--- src/rtl/sb_pkg.sv ---
package sb_pkg;

  typedef enum logic [2:0] {
    OP_LOAD      = 3'd0,
    OP_STORE     = 3'd1,
    OP_FENCE_LD  = 3'd2,
    OP_FENCE_ST  = 3'd3,
    OP_FENCE_ALL = 3'd4
  } sb_op_e;

  typedef enum logic [1:0] {
    LD_IDLE  = 2'd0,
    LD_ISSUE = 2'd1,
    LD_DATA  = 2'd2
  } ld_state_e;

endpackage

--- src/rtl/sb_store_queue.sv ---
// In-order store queue with a youngest-match lookup port.
// DEPTH must be a power of two, at least 2.
module sb_store_queue #(
  parameter int DEPTH = 8,
  parameter int AW    = 32,
  parameter int DW    = 32
) (
  input  logic                         clk,
  input  logic                         rst_n,
  input  logic                         push_en,
  input  logic [AW-1:0]                push_addr,
  input  logic [DW-1:0]                push_data,
  input  logic                         pop_en,
  input  logic [AW-1:0]                look_addr,
  output logic                         head_valid,
  output logic [AW-1:0]                head_addr,
  output logic [DW-1:0]                head_data,
  output logic                         full,
  output logic [$clog2(DEPTH+1)-1:0]   count,
  output logic                         hit,
  output logic [DW-1:0]                hit_data
);

  localparam int PW = $clog2(DEPTH);
  localparam int CW = $clog2(DEPTH + 1);

  logic [AW-1:0] addr_q [DEPTH];
  logic [DW-1:0] data_q [DEPTH];
  logic [PW-1:0] head_q, head_d;
  logic [PW-1:0] tail_q, tail_d;
  logic [CW-1:0] count_q, count_d;

  logic [DEPTH-1:0] slot_match;
  logic [PW-1:0]    slot_age [DEPTH];

  // next-state for pointers and occupancy
  always_comb begin
    head_d  = head_q;
    tail_d  = tail_q;
    count_d = count_q;
    if (pop_en) begin
      head_d = head_q + PW'(1);
    end
    if (push_en) begin
      tail_d = tail_q + PW'(1);
    end
    case ({push_en, pop_en})
      2'b10:   count_d = count_q + CW'(1);
      2'b01:   count_d = count_q - CW'(1);
      default: count_d = count_q;
    endcase
  end

  always_ff @(posedge clk or negedge rst_n) begin
    if (!rst_n) begin
      head_q  <= '0;
      tail_q  <= '0;
      count_q <= '0;
    end else begin
      head_q  <= head_d;
      tail_q  <= tail_d;
      count_q <= count_d;
    end
  end

  // entry storage, written at the tail when enabled
  always_ff @(posedge clk) begin
    if (push_en) begin
      addr_q[tail_q] <= push_addr;
      data_q[tail_q] <= push_data;
    end
  end

  // per-slot age and live match
  for (genvar g = 0; g < DEPTH; g++) begin : g_slot
    assign slot_age[g]   = PW'(g) - head_q;
    assign slot_match[g] = (CW'(slot_age[g]) < count_q) && (addr_q[g] == look_addr);
  end

  // pick the matching slot with the greatest age (youngest store)
  always_comb begin
    logic [PW-1:0] best_age;
    hit      = 1'b0;
    hit_data = '0;
    best_age = '0;
    for (int i = 0; i < DEPTH; i++) begin
      if (slot_match[i] && (!hit || slot_age[i] > best_age)) begin
        hit      = 1'b1;
        best_age = slot_age[i];
        hit_data = data_q[i];
      end
    end
  end

  assign head_valid = (count_q != '0);
  assign head_addr  = addr_q[head_q];
  assign head_data  = data_q[head_q];
  assign full       = (count_q == CW'(DEPTH));
  assign count      = count_q;

endmodule

--- src/rtl/sb_tag_fifo.sv ---
// Records the kind (load or store) of each request in flight at memory,
// so that in-order responses can be routed. DEPTH power of two, at least 2.
module sb_tag_fifo #(
  parameter int DEPTH = 4
) (
  input  logic clk,
  input  logic rst_n,
  input  logic push_en,
  input  logic push_is_load,
  input  logic pop_en,
  output logic front_is_load,
  output logic full
);

  localparam int PW = $clog2(DEPTH);
  localparam int CW = $clog2(DEPTH + 1);

  logic [DEPTH-1:0] kind_q;
  logic [PW-1:0]    rd_q, rd_d;
  logic [PW-1:0]    wr_q, wr_d;
  logic [CW-1:0]    cnt_q, cnt_d;
  logic             pop_ok;

  assign pop_ok = pop_en && (cnt_q != '0);

  always_comb begin
    rd_d  = pop_ok  ? rd_q + PW'(1) : rd_q;
    wr_d  = push_en ? wr_q + PW'(1) : wr_q;
    cnt_d = cnt_q;
    case ({push_en, pop_ok})
      2'b10:   cnt_d = cnt_q + CW'(1);
      2'b01:   cnt_d = cnt_q - CW'(1);
      default: cnt_d = cnt_q;
    endcase
  end

  always_ff @(posedge clk or negedge rst_n) begin
    if (!rst_n) begin
      rd_q  <= '0;
      wr_q  <= '0;
      cnt_q <= '0;
    end else begin
      rd_q  <= rd_d;
      wr_q  <= wr_d;
      cnt_q <= cnt_d;
    end
  end

  always_ff @(posedge clk) begin
    if (push_en) begin
      kind_q[wr_q] <= push_is_load;
    end
  end

  assign front_is_load = (cnt_q != '0) && kind_q[rd_q];
  assign full          = (cnt_q == CW'(DEPTH));

endmodule

--- src/rtl/sb_mem_arb.sv ---
// Single memory request channel: a waiting load wins over the queue head.
module sb_mem_arb #(
  parameter int AW = 32,
  parameter int DW = 32
) (
  input  logic          ld_req,
  input  logic [AW-1:0] ld_addr,
  input  logic          st_req,
  input  logic [AW-1:0] st_addr,
  input  logic [DW-1:0] st_data,
  input  logic          room,
  input  logic          mem_ready,
  output logic          mem_valid,
  output logic          mem_write,
  output logic [AW-1:0] mem_addr,
  output logic [DW-1:0] mem_wdata,
  output logic          ld_grant,
  output logic          st_grant
);

  assign mem_valid = room && (ld_req || st_req);
  assign mem_write = !ld_req;
  assign mem_addr  = ld_req ? ld_addr : st_addr;
  assign mem_wdata = st_data;
  assign ld_grant  = mem_valid && mem_ready && ld_req;
  assign st_grant  = mem_valid && mem_ready && !ld_req;

endmodule

--- src/rtl/store_buffer_tso.sv ---
module store_buffer_tso
  import sb_pkg::*;
#(
  parameter int DEPTH   = 8,
  parameter int AW      = 32,
  parameter int DW      = 32,
  parameter int MAX_OUT = 4
) (
  input  logic          clk,
  input  logic          rst_n,
  input  logic          cpu_req_valid,
  output logic          cpu_req_ready,
  input  logic [2:0]    cpu_req_op,
  input  logic [AW-1:0] cpu_req_addr,
  input  logic [DW-1:0] cpu_req_wdata,
  output logic          cpu_rsp_valid,
  output logic [DW-1:0] cpu_rsp_rdata,
  output logic          mem_req_valid,
  input  logic          mem_req_ready,
  output logic          mem_req_write,
  output logic [AW-1:0] mem_req_addr,
  output logic [DW-1:0] mem_req_wdata,
  input  logic          mem_rsp_valid,
  input  logic [DW-1:0] mem_rsp_rdata
);

  localparam int CW = $clog2(DEPTH + 1);
  localparam int IW = $clog2(MAX_OUT + 1);

  sb_op_e      op;
  ld_state_e   ld_state_q, ld_state_d;
  logic [AW-1:0] ld_addr_q;
  logic          ld_addr_en;
  logic [IW-1:0] st_inflight_q, st_inflight_d;
  logic          rsp_valid_q, rsp_valid_d;
  logic [DW-1:0] rsp_data_q, rsp_data_d;
  logic          rsp_data_en;

  logic          accept, ld_accept, st_accept, fwd_hit;
  logic          ld_idle, ld_waiting, st_quiet;

  logic          sq_head_valid, sq_full, sq_hit;
  logic [AW-1:0] sq_head_addr;
  logic [DW-1:0] sq_head_data, sq_hit_data;
  logic [CW-1:0] sq_count;

  logic          tag_front_is_load, tag_full;
  logic          ld_grant, st_grant;
  logic          ld_rsp, st_rsp;

  assign op = sb_op_e'(cpu_req_op);

  assign ld_idle    = (ld_state_q == LD_IDLE);
  assign ld_waiting = (ld_state_q == LD_ISSUE);
  assign st_quiet   = !sq_head_valid && (st_inflight_q == '0);

  // request acceptance per operation class
  always_comb begin
    case (op)
      OP_LOAD:     cpu_req_ready = ld_idle;
      OP_STORE:    cpu_req_ready = !sq_full;
      OP_FENCE_LD: cpu_req_ready = ld_idle;
      OP_FENCE_ST: cpu_req_ready = st_quiet;
      default:     cpu_req_ready = ld_idle && st_quiet;
    endcase
  end

  assign accept    = cpu_req_valid && cpu_req_ready;
  assign ld_accept = accept && (op == OP_LOAD);
  assign st_accept = accept && (op == OP_STORE);
  assign fwd_hit   = ld_accept && sq_hit;

  assign ld_rsp = mem_rsp_valid && tag_front_is_load;
  assign st_rsp = mem_rsp_valid && !tag_front_is_load;

  sb_store_queue #(
    .DEPTH (DEPTH),
    .AW    (AW),
    .DW    (DW)
  ) u_queue (
    .clk        (clk),
    .rst_n      (rst_n),
    .push_en    (st_accept),
    .push_addr  (cpu_req_addr),
    .push_data  (cpu_req_wdata),
    .pop_en     (st_grant),
    .look_addr  (cpu_req_addr),
    .head_valid (sq_head_valid),
    .head_addr  (sq_head_addr),
    .head_data  (sq_head_data),
    .full       (sq_full),
    .count      (sq_count),
    .hit        (sq_hit),
    .hit_data   (sq_hit_data)
  );

  sb_tag_fifo #(
    .DEPTH (MAX_OUT)
  ) u_tags (
    .clk           (clk),
    .rst_n         (rst_n),
    .push_en       (ld_grant || st_grant),
    .push_is_load  (ld_grant),
    .pop_en        (mem_rsp_valid),
    .front_is_load (tag_front_is_load),
    .full          (tag_full)
  );

  sb_mem_arb #(
    .AW (AW),
    .DW (DW)
  ) u_arb (
    .ld_req    (ld_waiting),
    .ld_addr   (ld_addr_q),
    .st_req    (sq_head_valid),
    .st_addr   (sq_head_addr),
    .st_data   (sq_head_data),
    .room      (!tag_full),
    .mem_ready (mem_req_ready),
    .mem_valid (mem_req_valid),
    .mem_write (mem_req_write),
    .mem_addr  (mem_req_addr),
    .mem_wdata (mem_req_wdata),
    .ld_grant  (ld_grant),
    .st_grant  (st_grant)
  );

  // load slot next state
  always_comb begin
    ld_state_d = ld_state_q;
    ld_addr_en = 1'b0;
    case (ld_state_q)
      LD_IDLE: begin
        if (ld_accept && !sq_hit) begin
          ld_state_d = LD_ISSUE;
          ld_addr_en = 1'b1;
        end
      end
      LD_ISSUE: begin
        if (ld_grant) begin
          ld_state_d = LD_DATA;
        end
      end
      LD_DATA: begin
        if (ld_rsp) begin
          ld_state_d = LD_IDLE;
        end
      end
      default: ld_state_d = LD_IDLE;
    endcase
  end

  // stores in flight at memory
  always_comb begin
    st_inflight_d = st_inflight_q;
    case ({st_grant, st_rsp})
      2'b10:   st_inflight_d = st_inflight_q + IW'(1);
      2'b01:   st_inflight_d = st_inflight_q - IW'(1);
      default: st_inflight_d = st_inflight_q;
    endcase
  end

  // response to the core
  always_comb begin
    rsp_valid_d = fwd_hit || ld_rsp;
    rsp_data_en = fwd_hit || ld_rsp;
    rsp_data_d  = fwd_hit ? sq_hit_data : mem_rsp_rdata;
  end

  always_ff @(posedge clk or negedge rst_n) begin
    if (!rst_n) begin
      ld_state_q    <= LD_IDLE;
      st_inflight_q <= '0;
      rsp_valid_q   <= 1'b0;
    end else begin
      ld_state_q    <= ld_state_d;
      st_inflight_q <= st_inflight_d;
      rsp_valid_q   <= rsp_valid_d;
    end
  end

  always_ff @(posedge clk) begin
    if (ld_addr_en) begin
      ld_addr_q <= cpu_req_addr;
    end
    if (rsp_data_en) begin
      rsp_data_q <= rsp_data_d;
    end
  end

  assign cpu_rsp_valid = rsp_valid_q;
  assign cpu_rsp_rdata = rsp_data_q;

endmodule

--- config.mk ---
export PLATFORM = sky130hd
export DESIGN_NAME = store_buffer_tso
export DESIGN_NICKNAME = d
export VERILOG_FILES = /design/src/rtl/sb_pkg.sv /design/src/rtl/sb_store_queue.sv /design/src/rtl/sb_tag_fifo.sv /design/src/rtl/sb_mem_arb.sv /design/src/rtl/store_buffer_tso.sv
export SDC_FILE = /design/constraint.sdc
export NUM_CORES = 1
export LEC_CHECK = 0
export BUFFER_PORTS_ARGS = -buffer_cell sky130_fd_sc_hd__buf_2
export CORE_ASPECT_RATIO = 0.6
export CORE_MARGIN = 5
export CORE_UTILIZATION = 35
export DETAILED_ROUTE_END_ITERATION = 6
export GPL_ROUTABILITY_DRIVEN = 0
export SLEW_MARGIN = 20
export SYNTH_ARGS = -nofsm -noshare
export SYNTH_HDL_FRONTEND = slang
export SYNTH_HIERARCHICAL = 1
export SYNTH_SLANG_ARGS = --single-unit
--- constraint.sdc ---
create_clock -name clk -period 24 [get_ports clk]
set_clock_uncertainty 0.15 [all_clocks]
set_input_delay 2.4 -clock clk [delete_from_list [all_inputs] [get_ports clk]]
set_output_delay 2.4 -clock clk [all_outputs]
set_load 0.02 [all_outputs]
# --- After elaboration in Yosys (flattened, before gate mapping) ---
# Memory sizes are Yosys's and may differ from the RTL's.
# Index checks and enable logic that the tools add are counted.
op_classes:
  add_sub_neg: 18
  n_lt_le_gt_ge: 18
  n_eq_ne: 24
  muxes: 42
  reduce_logical: 64
ops:
  columns: ["op", "n"]
  rows:
  - ["$mux 32", 10]
  - ["$eq 32x32->1", 8]
  - ["$lt 3x4->1", 8]
  - ["$logic_and 1x1->1", 31]
  - ["$gt 3x3->1", 7]
  - ["$mux 3", 7]
  - ["$mux 1", 14]
  - ["$logic_not 1->1", 13]
  - ["$add 3x1->3 const B", 4]
  - ["$pmux 3 s2", 2]
  - ["$sub 3x3->3 const A", 4]
  - ["$logic_or 1x1->1", 10]
  - ["$eq 2x1->1 const B", 4]
  - ["$eq 2x2->1 const B", 4]
  - ["$pmux 4 s2", 1]
  - ["$eq 3x2->1 const B", 2]
  - ["$logic_not 3->1", 2]
  - ["$lt 2x3->1 const B", 2]
  - ["$mux 2", 3]
  - ["$pmux 2 s3", 1]
  - ["$reduce_bool 2->1", 3]
  - ["$sub 1x3->3 const A", 2]
  - ["$sub 2x3->3 const A", 2]
  - ["$sub 3x1->3 const B", 2]
  - ["other kinds (18)", 20]
totals:
  reg_bits: 91
  mem_bits_rw: 512
  input_bits: 104
  elab_cells: 180
  n_memories: 2
memory_table:
  columns: ["memory", "depth", "word_bits", "rd", "rd_ports_with_merged_regs", "write_ports", "line_no", "rtl"]
  rows:
  - ["u_queue.addr_q", 8, 32, 9, 0, 1, "sb_store_queue.sv:27", "logic [AW-1:0] addr_q [DEPTH];"]
  - ["u_queue.data_q", 8, 32, 9, 0, 1, "sb_store_queue.sv:28", "logic [DW-1:0] data_q [DEPTH];"]

# --- Logic depth before layout (Yosys ltp) ---
# Gate-level depths: netlist (run 1).
depth:
  depth_word: 36
  mapped_depth: 74
  mapped_depth_nobuf: 65

# --- Hierarchy ---
# The synthesis (run 1) kept the hierarchy.
modules_own_cells:
  columns: ["mod", "n_inst", "cells_each", "area_each_um2"]
  rows:
  - ["sb_store_queue", 1, 1891, 26430.3]
  - ["store_buffer_tso", 1, 138, 2802.7]
  - ["sb_mem_arb", 1, 72, 788.3]
  - ["sb_tag_fifo", 1, 42, 550.5]

# --- Worst setup path before layout (run 1) ---
# OpenSTA, ideal clock, no wires.
synth_timing:
  path_kind: "input -> register"
  from: "input cpu_req_addr[2]"
  to: "register rsp_data_q[11] (netlist: cpu_rsp_rdata[11]), data pin"
  arrival_ps: 14895
  path_slack_ps: 8695
  stages: 68
  n_path_buf: 12
  path_cell_list: "buf_2 > xor2_1 > nor4_1 > nand4_1 > a211o_1 > clkbuf_1 > or2_2 > ha_1 > a21o_1 > a2111oi_0 > nor2_2 > clkbuf_1 > mux2i_1 > ha_1 > nor2b_1 > o21ai_0 > a32oi_1 > a21oi_1 > [32 not listed] > a32oi_1 > a31oi_1 > nand2b_1 > buf_2 > buf_2 > nor2_1 > a31o_2 > ha_1 > a21o_1 > a21oi_1 > a31oi_1 > a41o_4 > and2_0 > clkbuf_1 > clkbuf_1 > a21oi_1 > o221ai_1 > mux2_4"
synth_via:
  elab_cells_between_ends: 69
  cone_classes: "order compare (7); eq/ne (8); mux (24); reduce/logical (30)"
synth_lines:
  columns: ["element", "line_no", "rtl"]
  rows:
  - ["start: declaration", "store_buffer_tso.sv:14", "input logic [AW-1:0] cpu_req_addr,"]
  - ["$eq 32x32->1", "sb_store_queue.sv:77", "assign slot_match[g] = (CW'(slot_age[g]) < count_q) && (addr_q[g] == look_addr);"]
  - ["$logic_and 1x1->1", "sb_store_queue.sv:77", null]
  - ["$mux 3 or $mux 1 (tied branches)", "sb_store_queue.sv:87", "if (slot_match[i] && (!hit || slot_age[i] > best_age)) begin"]
  - ["$gt 3x3->1 or $logic_not 1->1 (tied branches)", "sb_store_queue.sv:87", null]
  - ["$logic_or 1x1->1", "sb_store_queue.sv:87", null]
  - ["$logic_and 1x1->1", "sb_store_queue.sv:87", null]
  - ["$mux 3 or $mux 1 (tied branches)", "sb_store_queue.sv:87", null]
  - ["$gt 3x3->1 or $logic_not 1->1 (tied branches)", "sb_store_queue.sv:87", null]
  - ["[18 not listed]", null, null]
  - ["$mux 3 or $mux 1 (tied branches)", "sb_store_queue.sv:87", null]
  - ["$gt 3x3->1 or $logic_not 1->1 (tied branches)", "sb_store_queue.sv:87", null]
  - ["$logic_or 1x1->1", "sb_store_queue.sv:87", null]
  - ["$logic_and 1x1->1", "sb_store_queue.sv:87", null]
  - ["$mux 32 (*)", "sb_store_queue.sv:87", null]
  - ["named net sq_hit_data[11]", "store_buffer_tso.sv:44", "logic [DW-1:0] sq_head_data, sq_hit_data;"]
  - ["$mux 32 (*)", "store_buffer_tso.sv:167", "rsp_data_d = fwd_hit ? sq_hit_data : mem_rsp_rdata;"]
  - ["named net rsp_data_d[11]", "store_buffer_tso.sv:36", "logic [DW-1:0] rsp_data_q, rsp_data_d;"]
  - ["end signal: assignment", "store_buffer_tso.sv:187", "rsp_data_q <= rsp_data_d;"]
  - ["end: declaration", "store_buffer_tso.sv:36", null]
# Mark *: on every way through the listed nets, which the timed path passes. The rest lies on a longest branch.
# A chain may end at the register's enable or synchronous reset.

# --- Worst setup path in the final report (run 1) ---
layout_timing:
  from: "input cpu_req_addr[25]"
  to: "register rsp_data_q[25] (netlist: cpu_rsp_rdata[25]), data pin"
# The elaborated chain is that of the path after synthesis.

==> results.py, run 1 <==
metrics = {
    "timing": {
        "finalHoldViolCount": 0,
        "setup_violations": 0,
        "drv_slew": 0,
        "fin_setup_tns_ns": 0,
        "min_period_over_period_pct": 77.5,
        "fin_crit_ns": 18.60,
        "rsz0062_at_grt": "no",
        "fmax_ghz": 0.0538,
        "max_slew_margin_pct": 18.0,
        "tightest_slew_ns": 1.22,
        "setup_slack_ns": 5.40,
    },
    "floorplanning": {
        "rows": 84,
        "die_y_um": 239,
        "die_x_um": 392,
        "core_area_um2": 87100,
        "dieArea_um2": 93600,
        "start_util_pct": 35.1,
        "ios": 204,
    },
    "synth": {
        "synth_top_area_share_pct": 57.0,
        "syn_nets": 2293,
        "yosysSeqAreaShare_pct": 58.9,
        "avgSynthCellArea_um2": 14.3,
        "synthTopCellsByArea": "edfxtp_1 (57%), mux4_2 (9.5%), xor2_1 (4.9%)",
        "yosysWarnings": 6,
        "synth.distinct_cells": 72,
        "synthArstFlopShare_pct": 3.81,
        "synth_edf_count": 580,
        "ys_ff_latch": 603,
        "syn_inst": 2143,
        "yosysMostFrequentCell": "edfxtp_1",
        "synth_ff_type": "edfxtp_1",
        "synth_top_cell_by_area": "edfxtp_1",
        "syn_area_um2": 30600,
        "synthTopCellsByCount": "edfxtp_1 (580), nand2_1 (241), xor2_1 (171), mux4_2 (129), xnor2_1 (105)",
    },
    "route": {
        "dr.pass1.iters": 6,
        "wl_um": 96600,
        "vias": 20000,
        "viasPerCell": 5.74,
        "drt_iter0_drc": 2258,
        "wl_per_cell_um": 27.7,
        "ant_nets": 0,
        "drc": 0,
    },
    "setup_path": {
        "criticalPathCategory": "in2reg",
        "rr_endpoint": "cpu_rsp_rdata[25]$_DFFE_PP_",
        "crit_fanout": 64,
        "r2r_start": "u_queue/head_q[1]$_DFFE_PN0P_",
        "worstSetupEndpointType": "flop",
        "path_buf_inv": 9,
        "critPathTopFamily": "compound AO/OA/AOI/OAI gates",
        "crit_path_start_kind": "input pin",
        "cp.arrival_ns": 18.95,
        "cp.required_ns": 24.35,
        "critPathMaxStageDelay_ns": 0.72,
        "r2r_slack_ns": 6.24,
        "crit_slowest_cell": "or2_2",
        "rr_worst_depth": 68,
    },
    "layout": {
        "area_growth_pct": 12.4,
        "drive_gt1_share_pct": 24.2,
        "fill_cells": 7995,
        "layout.nets": 2420,
    },
    "grt": {
        "grt_pass1_wl_um": 141000,
        "grt_max_degree": 68,
        "antenna_found_initial": 8,
        "grt_pass1_vias": 19800,
        "grtUsageTotal_pct": 20.3,
        "grt_overflow_total": 0,
    },
    "worst_hold_path": {
        "min_path_cells": 1,
        "hold_start": "st_inflight_q[2]$_DFFE_PN0P_",
        "min_path_type": "reg2reg",
        "min_to": "st_inflight_q[2]$_DFFE_PN0P_",
    },
    "power": {
        "vdd_ir_drop_max_mv": 0.0929,
        "leakage_nw": 11.7,
        "p_per_area_nw_per_um2": 99.5,
    },
    "cts": {
        "clockBufferDepth": 3,
        "clk_pin_slew_ns": 0.06,
        "cts_tree": "done",
        "cts_sinks": 603,
        "cts_made_buffers": 60,
        "cts_hold_buf": 0,
        "ctsResizeCount": 0,
        "insertion_delay_ns": 0.64,
        "cts-root-buf": "clkbuf_16",
        "htreeDepth": 2,
        "postCtsSetupBuffers": 0,
    },
    "run_status": {
        "status": "complete, no violations",
    },
    "place": {
        "port_buffers": 203,
        "place_ws_ns": 5.04,
        "hpwlAfterDp_um": 63400,
    },
    "flow_run": {
        "maxCapViolCount": 0,
    },
}
[how the worst max path moves through the flow]
stage	start	to	slack, ns	cells past startpoint
2_1_floorplan	cpu_req_addr[2]	cpu_rsp_rdata[11]$_DFFE_PP_	8.69	68
3_3_place_gp	cpu_req_addr[30]	cpu_rsp_rdata[29]$_DFFE_PP_	5.59	66
3_5_place_dp	cpu_req_addr[30]	cpu_rsp_rdata[25]$_DFFE_PP_	5.04	66
4_1_cts	cpu_req_addr[30]	cpu_rsp_rdata[25]$_DFFE_PP_	5.67	66
5_1_grt	cpu_req_addr[30]	cpu_rsp_rdata[25]$_DFFE_PP_	4.50	66
6_report	cpu_req_addr[25]	cpu_rsp_rdata[25]$_DFFE_PP_	5.40	66
[stage by stage]
stage	utilization, %	power, mW	std cells	hold slack [ns]	cell area (um^2)
2_1_floorplan	-	2.18	2143	0.293	30600
3_3_place_gp	37.2	2.51	3368	0.308	32400
3_5_place_dp	37.2	2.53	3368	0.348	32400
4_1_cts	39.4	3.45	3478	0.357	34300
5_1_grt	39.4	3.59	3479	0.369	34400
6_report	39.4	3.42	3481	0.350	34400
[state kept, by name (all words and copies together), names as in the netlist]
name            count
st_inflight_q       3
cpu_rsp_valid       1
cpu_rsp_rdata      32
ld_state_q          2
u_tags/cnt_q        3
u_queue/addr_q    256
u_queue/tail_q      3
u_queue/data_q    256
u_tags/kind_q       4
u_tags/rd_q         2
u_tags/wr_q         2
ld_addr_q          32
u_queue/count       4
u_queue/head_q      3
[layout by cell type (no fill, tap or decap), drive strengths merged, types with 4 or more instances in the layout]
master    instances
o221ai           31
and2              8
xor2            171
or3              64
a31oi             5
o211ai           34
a21o             11
o21ai            18
nand2           242
a32oi             4
edfxtp          580
nor2             58
mux2             69
nand3            34
ha               43
nor4             47
mux2i             4
nor3              6
buf             244
bufinv            4
a21oi            82
clkbuf           72
clkinvlp          4
a22oi            31
dfrtp            23
xnor2           105
nor2b             7
o2111ai          32
clkinv           29
nand2b            5
nand4            34
inv              41
mux4            129
[where the power goes]
group	leakage (nW)	internal [mW]	total [mW]	switching [mW]
Sequential	5.51	1.22	1.29	0.0741
Combinational	5.28	0.488	1.21	0.719
Clock	0.913	0.508	0.922	0.414
[layer usage]
layer	global-route usage, %	wire length [um]
met3	5.37	10600
met2	28.5	40100
met1	31.8	44600
met5	0	32
met4	2.99	1300
[kinds of logic after synthesis]
logic type / count (synthesis) / synth area share [%]
mux: 202 / 12.9
fa+ha+maj: 46 / 1.96
simple gates: 519 / 8.19
compound gates: 278 / 6.45
flops: 603 / 58.9
buf+inv: 219 / 3.79
xor+xnor: 276 / 7.91
[cell type report]
class	count	area, um^2	area share [%]
Antenna cell	2	5.00	0.0146
Clock buffer	72	1570	4.56
Clock inverter	38	324	0.943
Inverter	40	150	0.437
Multi-Input combinational cell	1321	11500	33.6
Sequential cell	603	18000	52.4
Tap cell	1161	1450	4.23
Timing Repair Buffer	244	1340	3.89
(Power assumes the default switching activity.)
==> run 2: changes to the inputs <==
clock period = 19.25 ns   (was 24 ns; I/O delays follow)
==> run 2 against run 1 <==
Compared with the run above:
- clock-buffer cell count up 4
- first-iteration DRC count increased by 15%
- cell area rose by 0.44%
- combinational power rose by 26%
- cell count up 0.23%
- total power rose by 27%
- sequential share of layout area decreased by 0.23 points
- register-to-register slack got worse by 4.0 ns
- non-clock buffer count is 5 higher
- core utilization up 0.18 points
- die area did not move
- hold slack gained 0.0013 ns
- critical path type unchanged
- largest cell class unchanged
- largest power group unchanged
==> results.py, run 2 (synthesized netlist as in run 1, its figures left out) <==
metrics = {
    "place": {
        "place_ws_ns": 1.38,
        "hpwlAfterDp_um": 63700,
        "port_buffers": 203,
    },
    "layout": {
        "drive_gt1_share_pct": 24.5,
        "fill_cells": 7977,
        "layout.nets": 2426,
        "layout_commonest_cell": "edfxtp_1",
        "layout_common_cells": "edfxtp_1 (580), nand2_1 (240), buf_2 (203)",
        "top_regs": "u_queue/addr_q x256, u_queue/data_q x256",
        "area_growth_pct": 12.9,
    },
    "setup_path": {
        "cp.required_ns": 19.63,
        "criticalPathCategory": "in2reg",
        "crit_path_start_kind": "input pin",
        "worstSetupEndpointType": "flop",
        "cpMostUsedCell": "ha_1",
        "crit_fanout": 44,
        "critPathMaxStageDelay_ns": 0.85,
        "crit_slowest_cell": "a31oi_2",
        "cp.arrival_ns": 18.07,
    },
    "cts": {
        "cts_hold_buf": 0,
        "cts_made_buffers": 61,
        "ctsResizeCount": 0,
        "clk_pin_slew_ns": 0.06,
        "insertion_delay_ns": 0.66,
        "cts-root-buf": "clkbuf_16",
        "cts_tree": "done",
        "postCtsSetupBuffers": 0,
        "clockBufferDepth": 3,
        "htreeDepth": 2,
        "cts_sinks": 603,
    },
    "floorplanning": {
        "start_util_pct": 35.1,
        "die_x_um": 392,
        "die_y_um": 239,
        "dieArea_um2": 93600,
        "rows": 84,
        "ios": 204,
        "core_area_um2": 87100,
    },
    "flow_run": {
        "maxCapViolCount": 0,
    },
    "run_status": {
        "status": "complete, no violations",
    },
    "power": {
        "power_frac_seq_pct": 36.7,
        "switchingPower_mw": 1.52,
        "p_per_area_nw_per_um2": 126,
        "swShare_pct": 35.0,
        "p_clk_share_pct": 28.0,
        "p_comb_share_pct": 35.3,
        "vdd_ir_drop_max_mv": 0.0948,
        "intPower_mw": 2.82,
        "leakage_nw": 11.8,
    },
    "timing": {
        "setup_violations": 0,
        "rsz0062_at_grt": "no",
        "drv_slew": 0,
        "min_period_over_period_pct": 91.9,
        "fmax_ghz": 0.0565,
        "finalHoldViolCount": 0,
        "setup_slack_ns": 1.56,
        "fin_setup_tns_ns": 0,
        "fin_crit_ns": 17.69,
        "hold_ws_ns": 0.351,
        "max_slew_margin_pct": 24.8,
        "tightest_slew_ns": 1.13,
    },
    "grt": {
        "grt_pass1_wl_um": 141000,
        "antenna_found_initial": 7,
        "grt_pass1_vias": 19400,
        "grtUsageTotal_pct": 20.3,
        "grt_max_degree": 65,
        "grt_overflow_total": 0,
    },
    "route": {
        "wl_um": 97200,
        "wl_per_cell_um": 27.9,
        "drt_iter0_drc": 2605,
        "ant_nets": 0,
        "dr.pass1.iters": 7,
        "drc": 0,
        "viasPerCell": 5.76,
        "vias": 20100,
    },
    "worst_hold_path": {
        "min_path_type": "reg2reg",
    },
}
run 2: cell types whose count changed in the layout (fill, tap and decap cells not counted), sizes merged:
cell,before,now
bufinv,4,7
diode,2,1
clkbuf,72,76
inv,41,42
clkinvlp,4,0
buf,244,249
run 2: final timing paths:
| path | start | endpoint | slack (ns) | cells past startpoint |
|---|---|---|---|---|
| max in group asynchronous | rst_n | u_queue/head_q[1]$_DFFE_PN0P_ | 17.35 | 1 |
| min in group asynchronous | rst_n | cpu_rsp_valid$_DFF_PN0_ | 1.15 | 1 |
| setup / recovery | cpu_req_addr[29] | cpu_rsp_rdata[15]$_DFFE_PP_ | 1.56 | 61 |
| setup reg to reg | u_queue/head_q[1]$_DFFE_PN0P_ | cpu_rsp_rdata[15]$_DFFE_PP_ | 2.20 | 62 |
| hold / removal | st_inflight_q[2]$_DFFE_PN0P_ | st_inflight_q[2]$_DFFE_PN0P_ | 0.35 | 1 |
| hold reg to reg | st_inflight_q[2]$_DFFE_PN0P_ | st_inflight_q[2]$_DFFE_PN0P_ | 0.35 | 1 |
run 2: stage by stage:
step                util [%]  instances  cell area, um^2  power [mW]
floorplan                  -       2143            30600        2.72
global placement        37.3       3374            32500        3.13
detailed placement      37.3       3374            32500        3.15
CTS                     39.6       3488            34500        4.38
global route            39.6       3488            34500        4.55
finish                  39.6       3489            34500        4.33
run 2: critical path: cells and delay by family:
kind	cells	cell delay (ns)
and+or+nand+nor	13	4.13
xor gates and xnor gates	1	0.13
AOI/OAI and AO/OA	30	6.49
buffers and inverters	6	2.21
adders and majority gates	7	1.90
muxes	4	1.19
run 2: per-layer routing:
layer	vias to the layer above	routed length, um	track usage (%)
li1	8468	-	-
met1	10400	45800	33.1
met2	1146	39600	27.8
met3	97	10500	4.33
met4	6	1220	3.03
met5	-	47	0
run 2: power by group through the flow:
stage / sequential, mW / clock, mW / combinational, mW
after global placement: 1.61 / 0 / 1.52
after detailed placement: 1.62 / 0 / 1.54
after CTS: 1.59 / 1.24 / 1.54
after floorplan: 1.60 / 0 / 1.12
after global routing: 1.60 / 1.30 / 1.65
final: 1.59 / 1.21 / 1.53
run 2: layout make-up:
class                      count  area, um^2  share of cell area, %
clock inverter                38         407                   1.18
timing repair buffer         249        1370                   3.97
inverter                      40         150                  0.435
sequential                   603       18000                   52.1
tap                         1161        1450                   4.21
clock buffer                  76        1610                   4.68
multi-input combinational   1321       11500                   33.4
antenna                        1        2.50                0.00725
